<file path="src/rtl/sqi_flag.sv">
module sqi_flag #(
  parameter int MSE_W        = 16,
  parameter int THR_E6       = 256,
  parameter int THR_E5       = 512,
  parameter int THR_E4       = 1024,
  parameter int THR_E3       = 2048,
  parameter int TOGGLE_TICKS = 332000
) (
  input  logic             clk,
  input  logic             rst_n,
  input  logic [1:0]       rx_mode,
  input  logic [1:0]       thr_sel,
  input  logic [MSE_W-1:0] mse,
  input  logic             conv_lost,
  input  logic             retrain_done,
  output logic             sqi
);
  localparam int CW = (TOGGLE_TICKS > 1) ? $clog2(TOGGLE_TICKS) : 1;
  localparam logic [CW-1:0] LAST = CW'(TOGGLE_TICKS - 1);

  logic [MSE_W-1:0] thr;
  logic [CW-1:0]    cnt_q;
  logic             tog_q, lost_q;
  logic             act, over;

  always_comb begin
    case (thr_sel)
      2'b01:   thr = MSE_W'(THR_E6);
      2'b10:   thr = MSE_W'(THR_E4);
      2'b11:   thr = MSE_W'(THR_E3);
      default: thr = MSE_W'(THR_E5);
    endcase
  end

  assign act  = (rx_mode == 2'b01) || (rx_mode == 2'b10);
  assign over = mse > thr;

  always_ff @(posedge clk or negedge rst_n) begin
    if (!rst_n) begin
      lost_q <= 1'b0;
      tog_q  <= 1'b0;
      cnt_q  <= '0;
    end else if (!act) begin
      lost_q <= 1'b0;
      tog_q  <= 1'b0;
      cnt_q  <= '0;
    end else begin
      if (retrain_done)   lost_q <= 1'b0;
      else if (conv_lost) lost_q <= 1'b1;
      if (lost_q || !over) begin
        tog_q <= 1'b0;
        cnt_q <= '0;
      end else begin
        if (cnt_q == '0) tog_q <= ~tog_q;
        cnt_q <= (cnt_q == LAST) ? '0 : cnt_q + 1'b1;
      end
    end
  end

  assign sqi = act & (lost_q | tog_q);


  lost_sets_chk: assert property (@(posedge clk) disable iff (!rst_n)
    (act && conv_lost && !retrain_done) |=> (!act || sqi));


  retrain_clear_chk: assert property (@(posedge clk) disable iff (!rst_n)
    (act && retrain_done) |=> !lost_q);


  drop_low_chk: assert property (@(posedge clk) disable iff (!rst_n)
    (act && !over && !lost_q && !conv_lost) |=> !sqi);


  flip_on_zero_chk: assert property (@(posedge clk) disable iff (!rst_n)
    (act && over && !lost_q && cnt_q == '0) |=> (tog_q != $past(tog_q)));


  hold_mid_chk: assert property (@(posedge clk) disable iff (!rst_n)
    (act && over && !lost_q && cnt_q != '0) |=> $stable(tog_q));


  cnt_range_chk: assert property (@(posedge clk) disable iff (!rst_n)
    cnt_q <= LAST);


  idle_clear_chk: assert property (@(posedge clk) disable iff (!rst_n)
    !act |=> (!lost_q && !tog_q && cnt_q == '0));
endmodule

</file>
<file path="config.mk">
export PLATFORM = sky130hd
export DESIGN_NAME = sqi_flag
export DESIGN_NICKNAME = d
export VERILOG_FILES = /design/src/rtl/sqi_flag.sv
export SDC_FILE = /design/constraint.sdc
export NUM_CORES = 1
export LEC_CHECK = 0
export ABC_AREA = 1
export BUFFER_PORTS_ARGS = -buffer_cell sky130_fd_sc_hd__buf_2
export CORE_ASPECT_RATIO = 0.6
export CORE_UTILIZATION = 58
export CTS_BUF_LIST = sky130_fd_sc_hd__clkbuf_2 sky130_fd_sc_hd__clkbuf_4 sky130_fd_sc_hd__clkbuf_8
export DETAILED_ROUTE_END_ITERATION = 10
export PLACE_DENSITY_LB_ADDON = 0.3
export SETUP_SLACK_MARGIN = 0.3
export SLEW_MARGIN = 20
export SYNTH_ARGS = -nofsm -noshare
export SYNTH_HDL_FRONTEND = slang
export SYNTH_SLANG_ARGS = --single-unit
</file>
<file path="constraint.sdc">
create_clock -name clk -period 1.6 [get_ports clk]
set_input_delay 0.32 -clock clk [delete_from_list [all_inputs] [get_ports clk]]
set_output_delay 0.32 -clock clk [all_outputs]
set_load 0.03 [all_outputs]
</file>
==> After elaboration in Yosys (flattened, before gate mapping) <==
Index checks and enable logic that the tools add are counted.
{ "totals": {"ff_bits": 21, "inputBits": 24, "out_inout_bits": 1, "word_cells": 30} }
{ "classes": {"add_sub_neg": 1, "magnitude_cmp": 1, "eq_ne": 8, "n_mux": 10, "bitwise_logic": 3, "n_reduce_logical": 4} }
{ "op_table": {"columns": ["op", "n"], "rows": [
  ["$mux W19", 3],
  ["$pmux W12 S3", 1],
  ["$add A19 B1 Y19 const B", 1],
  ["$eq A19 B19 Y1 const B", 1],
  ["$logic_not A19 Y1", 1],
  ["$gt A16 B16 Y1", 1],
  ["$eq A2 B2 Y1 const B", 3],
  ["$mux W1", 6],
  ["$eq A2 B1 Y1 const B", 2],
  ["$ne A3 B1 Y1 const B", 1],
  ["$ne A3 B3 Y1 const B", 1],
  ["$logic_or A1 B1 Y1", 2],
  ["$and A1 B1 Y1", 1],
  ["$logic_not A1 Y1", 1],
  ["$not A1 Y1", 1],
  ["$or A1 B1 Y1", 1]
]} }

==> Depth between registers and ports, before layout <==
Gate-level depths: netlist of run 1.
{ "depth": {"ltp_word": 7, "depth_mapped": 13} }

==> Least setup slack after synthesis of run 1 <==
Ideal clock, no wire load.
{ "synth_timing": {"path_kind": "input to register", "startpoint": "input thr_sel[1]", "endpoint": "register cnt_q[4]", "setup_time_ns": 0.120, "t_arrival_ns": 1.605, "required_time_ns": 1.480, "path_slack_ns": -0.125, "path_stages": 10, "path_buffers": 1, "path_cell_list": "or2_2 -> ha_1 -> nand2_1 -> nor2_1 -> nand2_1 -> nor2_1 -> nor2_4 -> nand2_2 -> buf_6 -> nor2_1"} }
{ "synth_via": {"elab_chain_cells": 7, "word_cells_on_any_way": 9} }
{ "synth_lines": {"columns": ["item", "line_no", "source"], "rows": [
  ["start, declared", "12", "input logic [1:0] thr_sel,"],
  ["$eq A2 B2 Y1 / $eq A2 B1 Y1 (equally long branches)", "27", "case (thr_sel)"],
  ["$pmux W12 S3 (*)", "27", null],
  ["$gt A16 B16 Y1 (*)", "36", "assign over = mse > thr;"],
  ["$logic_not A1 Y1 (*)", "50", "if (lost_q || !over) begin"],
  ["$logic_or A1 B1 Y1 (*)", "50", null],
  ["$mux W19 (*)", "50", null],
  ["$mux W19 (*)", "43", "end else if (!act) begin"],
  ["end signal, assigned", "55", "cnt_q <= (cnt_q == LAST) ? '0 : cnt_q + 1'b1;"],
  ["end, declared", "22", "logic [CW-1:0] cnt_q;"]
]} }
Every way passes the cells marked *; elsewhere a longest branch is shown, timed or not.
A chain may end at the register's enable or synchronous reset.

==> Worst setup path after layout of run 1 <==
{ "layout_timing": {"startpoint": "register cnt_q[0]", "endpoint": "register cnt_q[14]"} }
{ "layout_via": {"elab_chain_cells": 4, "word_cells_on_any_way": 5} }
{ "layout_lines": {"columns": ["item", "line_no"], "rows": [
  ["$add A19 B1 Y19 / $eq A19 B19 Y1 (equally long branches)", "55"],
  ["$mux W19 (*)", "55"],
  ["$mux W19 (*)", "50"],
  ["$mux W19 (*)", "43"]
]} }
Marks and branches as above.

==> results_dict.tcl, run 1 <==
set metrics [dict create \
    hpwlAfterDp_um 2510 \
    cts_max_level 1 \
    critical_path_peak_fanout 4 \
    maximum_number_of_pins_on_one_net_before_global_route_repair 22 \
    crit_cells 8 \
    number_of_synthesized_register_bits 21 \
    finish.utilization_pct 83.7 \
    critical_path_required_ns 1.80 \
    reg2reg_depth 8 \
    crit_path_frequent_cell "sky130_fd_sc_hd__nand2_1" \
    critical_path.startpoint_type "flip-flop" \
    worst-setup-path-type "flip-flop to flip-flop" \
    clkLatencyLatePin_ns 0.27 \
    timing.rr.start "cnt_q[0]" \
    mappedNetlistArea_um2 1470 \
    finalWorstPathRequiredPeriod_ns 1.57 \
    cts.clk_slew.worst_paths_ns 0.08 \
    timing.hold.ws_ns -0.0146 \
    clock-sinks 21 \
    number_of_buffers_inserted_during_clock_tree_synthesis 3 \
    synthToLayoutAreaGrowth_pct 29.8 \
    drc_errors 0 \
    tritoncts "done" \
    power-per-cell-area_nw_per_um2 650 \
    place.gp.congestion 0.919 \
    power.leakage_nw 0.908 \
    cts_buffer_depth 2 \
    final_cells 280 \
    grt_setup_unrepaired "true" \
    dieWidth_um 67.0 \
    num_vias 1486 \
    post_cts_hold_buffer_count 0 \
    initial_utilization_pct 64.5 \
    core_area_um2 2280 \
    floorplan.rows 13 \
    critical_path_arrival_ns 1.77 \
    grtUsageTotal_pct 28.8 \
    floorplan.die_area_um2 2740 \
    layout-drive-gt1-share_pct 26.8 \
    post-route-period-util_pct 97.9 \
    skew_ns 0.00638 \
    grt_pass1_vias 1256 \
    ys_seq_area_share_pct 35.8 \
    globalRouteOverflowTotal 0 \
    root_driver "sky130_fd_sc_hd__clkbuf_8" \
    timing.final.max_slew_violations 0 \
    post-layout-total-power_w 0.00124 \
    critical_path.slowest_cell "sky130_fd_sc_hd__dfrtp_1" \
    io_buffers 24 \
    worst_hold_path_type "input port to async pin" \
    diodes 0 \
    final_cell_mix "sky130_fd_sc_hd__nor2_1, sky130_fd_sc_hd__nand2_1, sky130_fd_sc_hd__inv_1" \
    worst_slew_margin_rel_pct 69.9 \
    finalSetupViolCount 0 \
    max_slew.worst_pin.slew_ns 0.451 \
    endpoint_kind "flip-flop" \
    io_pins 25 \
    netlist_instances 212 \
    antenna_violations_before_repair 0 \
    crit_family "simple AND/OR/NAND/NOR gates" \
    critPathMaxStageDelay_ns 0.42 \
    max_cap_viols 0 \
    final-hold-violation-count 21 \
    worstSetupStartpoint "cnt_q[0]" \
    grt_first_pass_wirelength_um 5460 \
    status "complete, but fails checks" \
    floorplan.die.height_um 41.0 \
    wl_cell_um 14.0 \
    fmax_ghz 0.638 \
    ant_nets 0 \
    r2r_setup_slack_ns 0.03 \
    failing_checks "negative hold slack" \
    detail_route.iter0.violations 181 \
    power.ir.vdd_worst_v 0.000491 \
    avgSynthCellArea_um2 6.93 \
    timing.critical_path.buf_inv 1 \
    cells_along_the_critical_path "ha_2 > nand2_1 > nor2_4 > nand2_1 > inv_1 > nand3_1 > xor2_1 > nor2_1" \
    vias_per_cell 5.31 \
    yosys_warnings 0 \
    synth.distinct_cells 20 \
    dr.pass1.iters 4 \
    nets 281 \
    placed_cells_incl_taps 266 \
    synth_nets 242 \
    postRouteWirelength_um 3910 \
]
## layer usage
metal	global-route usage (%)	up-vias	share of wire (%)	routed length, µm
met3	6.67	13	9.3	365
met5	0	-	0	0
met4	3.19	0	1.7	65
met1	40.4	688	46	1790
met2	47.0	67	43	1690
li1	-	718	-	-
## synth_stat cells
| master | n | area [µm²] |
|---|---|---|
| sky130_fd_sc_hd__buf_6 | 1 | 11.3 |
| sky130_fd_sc_hd__or2_2 | 1 | 6.26 |
| sky130_fd_sc_hd__nand2_4 | 1 | 11.3 |
| sky130_fd_sc_hd__nand2_1 | 50 | 188 |
| sky130_fd_sc_hd__nand3_1 | 13 | 65.1 |
| sky130_fd_sc_hd__xnor2_1 | 2 | 17.5 |
| sky130_fd_sc_hd__inv_1 | 35 | 131 |
| sky130_fd_sc_hd__nor2_2 | 2 | 12.5 |
| sky130_fd_sc_hd__ha_1 | 6 | 75.1 |
| sky130_fd_sc_hd__xor2_1 | 11 | 96.3 |
| sky130_fd_sc_hd__nand2_2 | 2 | 12.5 |
| sky130_fd_sc_hd__nand4_1 | 2 | 12.5 |
| sky130_fd_sc_hd__dfrtp_1 | 21 | 526 |
| sky130_fd_sc_hd__nor3b_1 | 1 | 7.51 |
| sky130_fd_sc_hd__nand4_2 | 1 | 12.5 |
| sky130_fd_sc_hd__nand3_2 | 1 | 10.0 |
| sky130_fd_sc_hd__a21boi_0 | 1 | 7.51 |
| sky130_fd_sc_hd__nor2_4 | 4 | 45.0 |
| sky130_fd_sc_hd__nor3_1 | 6 | 30.0 |
| sky130_fd_sc_hd__nor2_1 | 51 | 191 |
## worst paths after layout
kind,to
worst min-delay path,cnt_q[14]
worst max-delay path,cnt_q[14]
worst min register to register,cnt_q[18]
max in group asynchronous,cnt_q[4]
worst max register to register,cnt_q[14]
min in group clk,lost_q
## power breakdown
| group | total (W) | switching (W) | internal, W | leakage [nW] |
|---|---|---|---|---|
| clock network | 0.000371 | 0.000176 | 0.000195 | 0.0262 |
| logic | 0.000303 | 0.000166 | 0.000138 | 0.592 |
| registers | 0.000566 | 0.0000177 | 0.000548 | 0.290 |
## flip-flops by register name, indices dropped and copies added (netlist names)
name and flops:
cnt_q 19, lost_q 1, tog_q 1
## per-stage QoR
step / worst slack [ns] / cell area (µm²) / setup TNS, ns
after floorplan: 0.0408 / 1490 / 0
after global placement: -0.0878 / 1650 / -1.50
after detailed placement: -0.131 / 1650 / -2.22
after CTS: 0.175 / 1770 / 0
after global routing: 0.00296 / 1910 / 0
final: 0.0338 / 1910 / 0
## area by class of cell
class / count / area, µm²
clock buffer: 4 / 48.8
fill: 143 / 370
inverter: 35 / 131
multi-input combinational: 157 / 948
sequential: 21 / 526
tap: 30 / 37.5
timing repair buffer: 33 / 215
## timing repair
action / in CTS / in global routing
buffers inserted: 6 / 2
resized for setup: 7 / 18
cloned: 0 / 2
pin swaps: 5 / 2
setup endpoints to repair: 21 / 21
## cell families after synthesis
group	share of synthesized area, %
fa+ha+maj	5.11
flops	35.8
xor+xnor	7.75
buf+inv	9.71
simple gates	41.1
compound gates	0.511
No activity file was read; power rests on OpenSTA's default activity.
==> run 2: changes to the inputs <==
==> constraint.sdc (replaced) <==
create_clock -name clk -period 1.6 [get_ports clk]
set_input_delay 0.16 -clock clk [delete_from_list [all_inputs] [get_ports clk]]
set_output_delay 0.16 -clock clk [all_outputs]
set_load 0.03 [all_outputs]
==> results_dict.tcl, run 2 (synthesis gave the netlist of run 1 again) <==
set metrics [dict create \
    top_regs "cnt_q (19), lost_q (1), tog_q (1)" \
    wl_met3_um 866 \
    net-switching-power_w 0.000437 \
    critical_path_arrival_ns 1.77 \
    grtUsageTotal_pct 28.7 \
    clkLatencyLatePin_ns 0.27 \
    worst_hold_path_type "input port to flip-flop" \
    skew_ns 0.00849 \
    wl_cell_um 20.2 \
    routed-wl-met2_um 2470 \
    globalRouteOverflowTotal 0 \
    timing.final.max_slew_violations 0 \
    place.gp.congestion 0.894 \
    final-hold-violation-count 0 \
    n_fill_cell 82 \
    detail_route.iter0.violations 279 \
    synthToLayoutAreaGrowth_pct 42.7 \
    failing_checks "negative setup slack" \
    grt_setup_unrepaired "true" \
    io_pins 25 \
    vias_per_cell 6.15 \
    area_of_the_multi_input_gates_um2 1060 \
    clock-sinks 21 \
    cts_buffer_depth 2 \
    largest_register_ffs 19 \
    root_driver "sky130_fd_sc_hd__clkbuf_8" \
    grt_first_pass_wirelength_um 5500 \
    fmax_ghz 0.622 \
    critical_path.startpoint_type "input port" \
    critical_path_peak_fanout 8 \
    power.leakage_nw 0.975 \
    flip_flop_and_latch_area_um2 529 \
    number_of_buffers_inserted_during_clock_tree_synthesis 3 \
    cts_max_level 1 \
    final_cell_mix "sky130_fd_sc_hd__nand2_1, sky130_fd_sc_hd__inv_1, sky130_fd_sc_hd__nor2_1" \
    floorplan.rows 13 \
    maximum_number_of_pins_on_one_net_before_global_route_repair 22 \
    route.top_layer_used "met4" \
    floorplan.die.height_um 41.0 \
    nets 290 \
    worst_slew_margin_rel_pct 67.4 \
    diodes 0 \
    critical_path_required_ns 1.76 \
    max_slew.worst_pin.slew_ns 0.489 \
    power.ir.vdd_worst_v 0.000716 \
    drc_errors 0 \
    tritoncts "done" \
    final_cells 289 \
    placed_cells_incl_taps 265 \
    finalSetupTns_ns -0.0250 \
    post-route-period-util_pct 100 \
    layout-drive-gt1-share_pct 43.2 \
    worst-setup-path-type "input port to flip-flop" \
    power-per-cell-area_nw_per_um2 637 \
    status "complete, but fails checks" \
    dr.pass1.iters 5 \
    layout.cells.most_common "sky130_fd_sc_hd__nand2_1" \
    dieWidth_um 67.0 \
    combinational_share_of_power_pct 28.2 \
    sequentialPowerShare_pct 42.6 \
    io_buffers 24 \
    registers.top_by_ff_count "cnt_q" \
    minimum_setup_slack_in_the_final_design_ns -0.00737 \
    floorplan.die_area_um2 2740 \
    grt_pass1_vias 1274 \
    cts.clk_slew.worst_paths_ns 0.08 \
    part_of_the_total_power_dissipated_in_the_clock_network_pct 29.2 \
    ant_nets 0 \
    hpwlAfterDp_um 2510 \
    postRouteWirelength_um 5830 \
    initial_utilization_pct 64.5 \
    finalWorstPathRequiredPeriod_ns 1.61 \
    r2r_setup_slack_ns 0 \
    endpoint_kind "flip-flop" \
    antenna_violations_before_repair 0 \
    wirelength_met1_um 2090 \
    max_cap_viols 0 \
    core_area_um2 2280 \
    power.internal_w 0.000899 \
    finalSetupViolCount 7 \
    num_vias 1778 \
    p_sw_share_pct 32.7 \
]
==> run 2: repair_timing <==
item,CTS,global route
gates resized for setup,15,58
hold buffers,1,0
setup endpoints to repair,18,20
cloned,2,0
pin swaps,10,36
hold endpoints to repair,21,0
buffers inserted,5,12
==> run 2: layout make-up <==
class	instances	area share, %
multi-input combinational	157	50.5
sequential	21	25.3
timing repair buffer	42	13.6
inverter	35	6.51
clock buffer	4	2.33
tap	30	1.79
==> run 2: power by group through the flow <==
stage	clock, W	combinational [W]	sequential (W)
after floorplan	0	0.000130	0.000572
after global placement	0	0.000189	0.000575
after detailed placement	0	0.000195	0.000576
after CTS	0.000365	0.000234	0.000562
after global routing	0.000400	0.000397	0.000570
final	0.000391	0.000376	0.000569
==> run 2: path summary, 6_finish.rpt <==
kind,from,endpoint,cells after the start
min,retrain_done,lost_q,2
min reg2reg,lost_q,lost_q,2
max reg2reg,cnt_q[8],cnt_q[15],6
max in group asynchronous,rst_n,cnt_q[2],2
max,thr_sel[0],cnt_q[17],11
min in group asynchronous,rst_n,cnt_q[18],2
==> run 2: worst max-delay path, stage by stage <==
cell and delay (ns):
sky130_fd_sc_hd__buf_6 0.10, sky130_fd_sc_hd__or2_4 0.24, sky130_fd_sc_hd__ha_4 0.28, sky130_fd_sc_hd__nand2_1 0.08, sky130_fd_sc_hd__nor2_1 0.15, sky130_fd_sc_hd__nand2_1 0.15
sky130_fd_sc_hd__nor2_2 0.19, sky130_fd_sc_hd__nor2_4 0.07, sky130_fd_sc_hd__buf_4 0.16, sky130_fd_sc_hd__nand2_8 0.14, sky130_fd_sc_hd__nor2_2 0.06
==> run 2: per-stage QoR <==
step                hold slack [ns]  area, µm²  utilization (%)  setup WS, ns  total power (W)
finish                       0.0401       2100             92.0      -0.00737          0.00134
global route                 0.0456       2100             92.0       -0.0121          0.00137
CTS                          0.0536       1810             79.3         0.251          0.00116
global placement              0.136       1640             72.0        0.0540         0.000764
floorplan                    -0.136       1490                -         0.199         0.000702
detailed placement            0.137       1640             72.0      -0.00680         0.000770
==> run 2: layer usage <==
metal / vias up / GRT usage, %
met5: - / 0
met2: 183 / 48.5
met4: 0 / 3.19
li1: 734 / -
met3: 63 / 6.39
met1: 798 / 39.4
